**src/rtl/sss_pkg.sv**
```systemverilog
package sss_pkg;
    typedef enum logic [2:0] {
        ST_IDLE,
        ST_STOP,
        ST_WAIT,
        ST_SLEEP,
        ST_PARK,
        ST_WAKE
    } sss_state_e;

    localparam logic [1:0] CODE_LIGHT = 2'd0;
endpackage

```
**src/rtl/sss_wait_timer.sv**
```systemverilog
module sss_wait_timer #(
    parameter int MIN_WAIT = 60,
    localparam int CW = $clog2(MIN_WAIT + 1)
) (
    input  logic clk,
    input  logic rst,
    input  logic clear,
    input  logic run,
    output logic expired
);
    localparam logic [CW-1:0] LAST = CW'(MIN_WAIT - 1);

    logic [CW-1:0] cnt_q;

    always_ff @(posedge clk) begin
        if (rst || clear) begin
            cnt_q <= '0;
        end else if (run && (cnt_q != LAST)) begin
            cnt_q <= cnt_q + 1'b1;
        end
    end

    assign expired = run && (cnt_q == LAST);
endmodule

```
**src/rtl/sss_grant_tally.sv**
```systemverilog
module sss_grant_tally #(
    parameter int GRANT_MAX = 2,
    localparam int GW = $clog2(GRANT_MAX + 1)
) (
    input  logic          clk,
    input  logic          rst,
    input  logic          clear,
    input  logic          enable,
    input  logic          pulse,
    output logic [GW-1:0] count
);
    localparam logic [GW-1:0] TOP = GW'(GRANT_MAX);

    always_ff @(posedge clk) begin
        if (rst || clear) begin
            count <= '0;
        end else if (enable && pulse && (count != TOP)) begin
            count <= count + 1'b1;
        end
    end
endmodule

```
**src/rtl/sss_fsm.sv**
```systemverilog
module sss_fsm
    import sss_pkg::*;
(
    input  logic       clk,
    input  logic       rst,
    input  logic       sleep_req,
    input  logic [1:0] state_code,
    input  logic       stop_grant,
    input  logic       slp_en,
    input  logic       wake_req,
    input  logic       expired,
    output sss_state_e state,
    output logic       timer_clear,
    output logic       timer_run,
    output logic       tally_clear,
    output logic       tally_enable,
    output logic       stpclk_n,
    output logic       cpuslp_n,
    output logic       done
);
    sss_state_e next;
    logic       deep_q;
    logic       use_sleep;

    assign use_sleep = slp_en || deep_q;

    // state register
    always_ff @(posedge clk) begin
        if (rst) begin
            state  <= ST_IDLE;
            deep_q <= 1'b0;
        end else begin
            state <= next;
            if (state == ST_IDLE && sleep_req) begin
                deep_q <= (state_code != CODE_LIGHT);
            end
        end
    end

    always_comb begin
        next = state;
        unique case (state)
            ST_IDLE: begin
                if (sleep_req) next = ST_STOP;
            end
            ST_STOP: begin
                if (wake_req)        next = ST_WAKE;
                else if (stop_grant) next = use_sleep ? ST_WAIT : ST_PARK;
            end
            ST_WAIT: begin
                if (wake_req)     next = ST_WAKE;
                else if (expired) next = ST_SLEEP;
            end
            ST_SLEEP, ST_PARK: begin
                if (wake_req) next = ST_WAKE;
            end
            ST_WAKE: next = ST_IDLE;
            default: next = ST_IDLE;
        endcase
    end

    // outputs
    always_comb begin
        stpclk_n     = (state == ST_IDLE);
        cpuslp_n     = (state != ST_SLEEP);
        done         = (state == ST_SLEEP) || (state == ST_PARK);
        timer_clear  = (state == ST_STOP) && stop_grant && !wake_req;
        timer_run    = (state == ST_WAIT);
        tally_clear  = (state == ST_IDLE) && sleep_req;
        tally_enable = (state != ST_IDLE);
    end
endmodule

```
**src/rtl/sleep_stop_seq.sv**
```systemverilog
module sleep_stop_seq #(
    parameter int MIN_WAIT  = 60,
    parameter int GRANT_MAX = 2,
    localparam int GW = $clog2(GRANT_MAX + 1)
) (
    input  logic          clk,
    input  logic          rst,
    input  logic          sleep_req,
    input  logic [1:0]    state_code,
    input  logic          stop_grant,
    input  logic          slp_en,
    input  logic          wake_req,
    output logic          stpclk_n,
    output logic          cpuslp_n,
    output logic          done,
    output logic [GW-1:0] grant_cnt
);
    import sss_pkg::*;

    sss_state_e fsm_state;
    logic       expired;
    logic       timer_clear;
    logic       timer_run;
    logic       tally_clear;
    logic       tally_enable;

    sss_fsm u_fsm (
        .clk          (clk),
        .rst          (rst),
        .sleep_req    (sleep_req),
        .state_code   (state_code),
        .stop_grant   (stop_grant),
        .slp_en       (slp_en),
        .wake_req     (wake_req),
        .expired      (expired),
        .state        (fsm_state),
        .timer_clear  (timer_clear),
        .timer_run    (timer_run),
        .tally_clear  (tally_clear),
        .tally_enable (tally_enable),
        .stpclk_n     (stpclk_n),
        .cpuslp_n     (cpuslp_n),
        .done         (done)
    );

    sss_wait_timer #(.MIN_WAIT(MIN_WAIT)) u_timer (
        .clk     (clk),
        .rst     (rst),
        .clear   (timer_clear),
        .run     (timer_run),
        .expired (expired)
    );

    sss_grant_tally #(.GRANT_MAX(GRANT_MAX)) u_tally (
        .clk    (clk),
        .rst    (rst),
        .clear  (tally_clear),
        .enable (tally_enable),
        .pulse  (stop_grant),
        .count  (grant_cnt)
    );
endmodule

```
**config.mk**
```make
export PLATFORM = sky130hd
export DESIGN_NAME = sleep_stop_seq
export DESIGN_NICKNAME = d
export VERILOG_FILES = /design/src/rtl/sss_pkg.sv /design/src/rtl/sss_wait_timer.sv /design/src/rtl/sss_grant_tally.sv /design/src/rtl/sss_fsm.sv /design/src/rtl/sleep_stop_seq.sv
export SDC_FILE = /design/constraint.sdc
export NUM_CORES = 1
export LEC_CHECK = 0
export BUFFER_PORTS_ARGS = -buffer_cell sky130_fd_sc_hd__buf_2
export CORE_AREA = 4 4 41 43
export CTS_CLUSTER_SIZE = 16
export DETAILED_ROUTE_END_ITERATION = 10
export DIE_AREA = 0 0 45 47
export GPL_TIMING_DRIVEN = 1
export PLACE_DENSITY = 0.75
export SYNTH_ARGS = -nofsm -noshare
export SYNTH_HDL_FRONTEND = slang
export SYNTH_SLANG_ARGS = --single-unit
```
**constraint.sdc**
```tcl
create_clock -name clk -period 2.6 [get_ports clk]
set_clock_uncertainty 0.2 [all_clocks]
set_input_delay 0.26 -clock clk [delete_from_list [all_inputs] [get_ports clk]]
set_output_delay 0.26 -clock clk [all_outputs]
set_load 0.01 [all_outputs]
```
==> results.cfg, run 1 <==
[job]
cap_violations = 0

[routing]
vias = 586
ant_nets = 0
routed_wl_um = 1360
wl_per_cell_um = 12.6
drtPass1Iterations = 4
drt-initial-drc-count = 6
drc = 0
vias_per_cell = 5.43

[grt]
overflow = 0
grt_max_degree = 12
antenna_found_initial = 0
grt_pass1_vias = 543
grt_pass1_wl_um = 2210
grtUsageTotal = 0.148

[outcome]
status = complete, no violations

[finish]
nFillCells = 136
fin_nets = 104
diodes = 0
regArea_um2 = 240
areaGrowthSynthToFinish_pct = 13.0
drive_gt1_frac = 0.258
fin_cells = 108
multi_input_area_um2 = 412
fin_area_um2 = 771

[clock_tree]
cts_sinks = 12
cts_made_buffers = 3
postCtsSetupBuffers = 0
cts.clk_slew.worst_paths_ps = 80
clk_root_buffer_cell = clkbuf_4
ctsResizeCount = 0
holdBufCountCts = 0
htreeDepth = 1
cts_tree = built
clock_path_buffers = 2
clk_latency_ps = 280

[floorplanning]
die_x_um = 45
dieArea_mm2 = 0.00212
io_pins = 13
die_h_um = 47
rows = 13
start_util = 0.524
core_area_mm2 = 0.00130

[worst_setup_path]
worstPathMaxFanout = 11
rr_startpoint = u_fsm.state[2]
end_kind = output pin
path_common_cell = nand2_1
path_depth = 4
max_stage_delay_ps = 530
crit_start = u_fsm.state[2]
path_buf_inv = 1
critPathCapture = done
regToRegEndpoint = u_fsm.state[0]
crit_arrival_ps = 1330
worstSetupPathType = reg2out
worstSetupStartpointType = flip-flop
critPathSlowestCell = dfxtp_1
cp.required_ps = 2140
critPathTopFamily = flip-flops
r2r_setup_slack_ps = 820
reg2reg_depth = 4
worstPathCellList = and2b_4 -> nand2_1 -> nand2_1 -> buf_2

[sta]
setup_viol = 0
slew_viol_final = 0
rsz0062_at_grt = no
final.setup.tns_ps = 0
hold_viol = 0
tightest_slew_ps = 345
post-route-period-util = 0.688
fmax_ghz = 0.559
slew-limit-headroom = 0.769
setup_ws_ps = 810
period_needed_ps = 1790

[synth]
yosys_warnings = 0
avgSynthCellArea_um2 = 8.52
post-synth-top-count-cell = dfxtp_1
synth_largest_area_cell = dfxtp_1
yosysSeqAreaShare = 0.352
syn_area_um2 = 682
synth_nets = 90
synth.area.top_cells = dfxtp_1 35%, nand2_1 6.1%, a21oi_1 5.1%, nor2_1 4.4%, xor2_1 3.9%
synth_top_cells_by_count = 12 x dfxtp_1, 11 x nand2_1, 8 x nor2_1, 7 x a21oi_1
synth_top_area_frac = 0.352
ys.flop_type = dfxtp_1
synth_cell_type_count = 36
synthCells = 80
async_flop_share = 0
synth_seq_cells = 12
synth_edf_count = 0

[pwr]
peakVddDrop_mv = 0.324
powerDensity_mw_per_mm2 = 717
power_w = 0.000553
p_leak_nw = 0.301

[place]
io_buffers = 12
placed_area_um2 = 734
dpl_worst_slack_ps = 829
dp_hpwl_um = 1070
gp_congestion = 0.815
dp_cells = 104

[min_path]
min_path_type = in2reg
-- per-stage QoR --
step | hold WS [ps] | util
after global placement | 283 | 0.564
after detailed placement | 301 | 0.564
final | 60.7 | 0.592
after floorplan | 234 | -
after CTS | 68.8 | 0.592
after global routing | 84.6 | 0.592
-- area by class of cell --
type	count	share of cell area
Timing Repair Buffer	12	0.0779
Inverter	1	0.00487
Sequential cell	12	0.312
Tap cell	15	0.0244
Clock buffer	4	0.0471
Multi-Input combinational cell	64	0.534
-- layer usage --
metal | up-vias | track usage | wire, um | share of wire
met2 | 10 | 0.254 | 690 | 0.51
li1 | 310 | - | - | -
met1 | 264 | 0.166 | 599 | 0.44
met5 | - | 0 | 0 | 0
met4 | 0 | 0.0526 | 10 | 0.0073
met3 | 2 | 0.0575 | 61 | 0.045
-- cell families after synthesis --
family | synth area share
compound gates | 0.143
xor+xnor | 0.0514
fa+ha+maj | 0.0367
buf+inv | 0.0440
flops | 0.352
mux | 0.0312
simple gates | 0.341
-- power breakdown --
part | internal (W) | total (W) | switching [W]
Combinational | 0.0000797 | 0.000169 | 0.0000889
Clock | 0.0000851 | 0.000149 | 0.0000636
Sequential | 0.000203 | 0.000235 | 0.0000324
Total | 0.000368 | 0.000553 | 0.000185
-- worst min path at each step --
stage / from / end / slack (ps) / cells past startpoint
after floorplan: state_code[0] / u_fsm.deep_q / 230 / 2
after global placement: u_tally.count[0] / u_tally.count[0] / 280 / 2
after detailed placement: u_tally.count[0] / u_tally.count[0] / 300 / 2
after CTS: rst / u_tally.count[1] / 70 / 2
after global routing: state_code[0] / u_fsm.deep_q / 80 / 3
final: state_code[0] / u_fsm.deep_q / 60 / 3
-- cells in the final DEF (no fill, tap or decap), drive strengths merged --
| cell | count |
|---|---|
| xor2 | 3 |
| nand2b | 2 |
| nor2b | 1 |
| a221oi | 1 |
| o31a | 1 |
| or4b | 1 |
| a21oi | 7 |
| a22oi | 1 |
| mux2 | 1 |
| and2b | 1 |
| inv | 1 |
| nand2 | 11 |
| a31o | 1 |
| or3 | 1 |
| and3 | 1 |
| o22ai | 1 |
| o21ai | 2 |
| nand4 | 2 |
| nand3 | 2 |
| clkbuf | 4 |
| and4bb | 1 |
| nor2 | 9 |
| or2 | 1 |
| or3b | 1 |
| buf | 12 |
| xnor2 | 1 |
| nor3b | 2 |
| dfxtp | 12 |
| nand4b | 1 |
| o31ai | 1 |
| nor3 | 4 |
| ha | 2 |
| mux2i | 1 |
-- registers in the layout, summed over array words and instances, names as in the netlist --
register and cells:
u_fsm.state 3, u_timer.cnt_q 6, u_fsm.deep_q 1, u_tally.count 2
-- tightest hold or removal path, stage by stage --
cell and delay (ps):
buf_2 70, nor3_1 40, nor3_1 110
No activity file was read; power rests on OpenSTA's default activity.
==> run 2, diff against run 1 <==
CORE_AREA = default   (was 4 4 41 43)
CORE_MARGIN = 4   (was default)
CORE_UTILIZATION = 51   (was default)
DIE_AREA = default   (was 0 0 45 47)
PLACE_DENSITY = 0.74   (was 0.75)
clock period = 1.7 ns   (was 2.6 ns; I/O delays follow)
==> run 2 against run 1 <==
  * Register-to-register slack got worse by 750 ps
  * Sequential share of layout area decreased by 2.2 points
  * Global-route usage increased by 3.2 points
  * Sequential power increased by 47%
  * Largest power group unchanged
==> results.cfg, run 2 (synthesized netlist as in run 1, its figures left out) <==
[grt]
grt_pass1_vias = 589
overflow = 0
grtUsageTotal = 0.179
antenna_found_initial = 0
grt_max_degree = 10
grt_pass1_wl_um = 2620

[finish]
diodes = 0
fin_util = 0.704
largest_reg_flops = 6
top_register = u_timer.cnt_q
layout.cells.most_common_list = 12 x buf_2, 11 x nand2_1, 11 x dfxtp_1, 8 x nor2_1, 7 x a21oi_1
nFillCells = 98
drive_gt1_frac = 0.303
fin_cells = 113
layout_commonest_cell = buf_2
top_regs = u_timer.cnt_q: 6 flops, u_fsm.state: 3 flops, u_tally.count: 2 flops
areaGrowthSynthToFinish_pct = 22.4
fin_nets = 110

[worst_setup_path]
reg2reg_depth = 4
critPathSlowestCell = or4b_1
r2r_setup_slack_ps = 70
worstSetupStartpointType = flip-flop
worstPathCellList = and2b_4 -> a22oi_2 -> or4b_1 -> o31ai_1
rr_startpoint = u_fsm.state[0]
crit_arrival_ps = 1620
worstPathMaxFanout = 7
cp.required_ps = 1690
max_stage_delay_ps = 490
regToRegEndpoint = u_fsm.state[2]
end_kind = flip-flop
worstSetupPathType = reg2reg

[clock_tree]
clock_path_buffers = 2
cts.clk_slew.worst_paths_ps = 80
cts_tree = built
cts_made_buffers = 3
clk_root_buffer_cell = clkbuf_4
clk_latency_ps = 270
cts_sinks = 12
htreeDepth = 1

[routing]
wl_per_cell_um = 14.2
routed_wl_um = 1600
drtPass1Iterations = 4
vias_per_cell = 5.85
ant_nets = 0
drt-initial-drc-count = 14
vias = 661
drc = 0

[pwr]
p_int_w = 0.000587
powerDensity_mw_per_mm2 = 1050
pwr-share-seq = 0.393
p_comb_frac = 0.350
p_leak_nw = 0.333
peakVddDrop_mv = 0.642
p_clk_frac = 0.256
power.switching_w = 0.000293
swShare = 0.333

[floorplanning]
rows = 12
dieArea_mm2 = 0.00199
io_pins = 13
start_util = 0.575
core_area_mm2 = 0.00119
die_h_um = 44.6
die_x_um = 44.6

[sta]
post-route-period-util = 0.960
final.setup.tns_ps = 0
hold_viol = 0
slew-limit-headroom = 0.768
rsz0062_at_grt = yes
setup_ws_ps = 68.5
slew_viol_final = 0
fmax_ghz = 0.613
timing.hold.ws_ps = 27.5
setup_viol = 0
period_needed_ps = 1630
tightest_slew_ps = 347

[min_path]
whs_path_depth = 3
min_path_type = in2reg
hold_path_end = u_fsm.deep_q
min_from = sleep_req

[place]
gp_congestion = 0.810
dp_hpwl_um = 1090
dpl_worst_slack_ps = 37.3
dp_cells = 106
io_buffers = 12

[job]
cap_violations = 0

[outcome]
status = complete, no violations
run 2: cell count changes in the layout (fill, tap and decap cells not counted), sizes merged:
| cell | change |
|---|---|
| buf | +3 |
| dlygate4sd3 | +3 |
run 2: worst max path at each step:
stage	startpoint	cells past startpoint	slack (ps)	to
finish	u_fsm.state[0]	4	70	u_fsm.state[2]
detailed placement	u_timer.cnt_q[0]	5	40	u_fsm.state[0]
global route	u_fsm.state[2]	3	-10	stpclk_n
CTS	u_timer.cnt_q[0]	5	30	u_fsm.state[0]
floorplan	u_fsm.state[0]	4	190	u_fsm.state[0]
global placement	u_timer.cnt_q[0]	5	30	u_fsm.state[0]
run 2: per-stage QoR:
stage	total power, W	cell area, um^2
2_1_floorplan	0.000564	682
3_3_place_gp	0.000635	756
3_5_place_dp	0.000639	756
4_1_cts	0.000870	822
5_1_grt	0.000942	835
6_report	0.000880	835
run 2: cell type report:
| type | instances | area [um^2] | share of cell area |
|---|---|---|---|
| clock buffers | 4 | 36.3 | 0.0435 |
| well taps | 14 | 17.5 | 0.0210 |
| multi-input cells | 64 | 423 | 0.507 |
| inverters | 1 | 3.75 | 0.00450 |
| repair buffers | 18 | 113 | 0.135 |
| flip-flops and latches | 12 | 241 | 0.289 |
run 2: what timing repair did:
item | in CTS | in global routing
gates resized for setup | 0 | 3
endpoints found under the setup margin | 0 | 3
hold buffers | 3 | 0
buffers inserted | 0 | 0
endpoints found under the hold margin | 4 | 0
run 2: power groups by stage:
stage               Combinational [W]  Sequential [W]  Clock [W]
floorplan                    0.000220        0.000344          0
global placement             0.000285        0.000350          0
detailed placement           0.000288        0.000351          0
CTS                          0.000295        0.000345   0.000231
global route                 0.000336        0.000351   0.000256
finish                       0.000308        0.000346   0.000226
run 2: layer usage:
layer	part of all wire	routed length, um	global-route usage
met5	0	0	0
met4	0.0062	10	0.0542
met3	0.064	102	0.0488
met2	0.48	774	0.284
met1	0.45	714	0.235
run 2: worst max-delay path, delay by kind of cell, from the launching register on:
family             cells  cell delay [ps]
and+or+nand+nor        2              730
DFF                    1              470
AOI/OAI and AO/OA      2              160
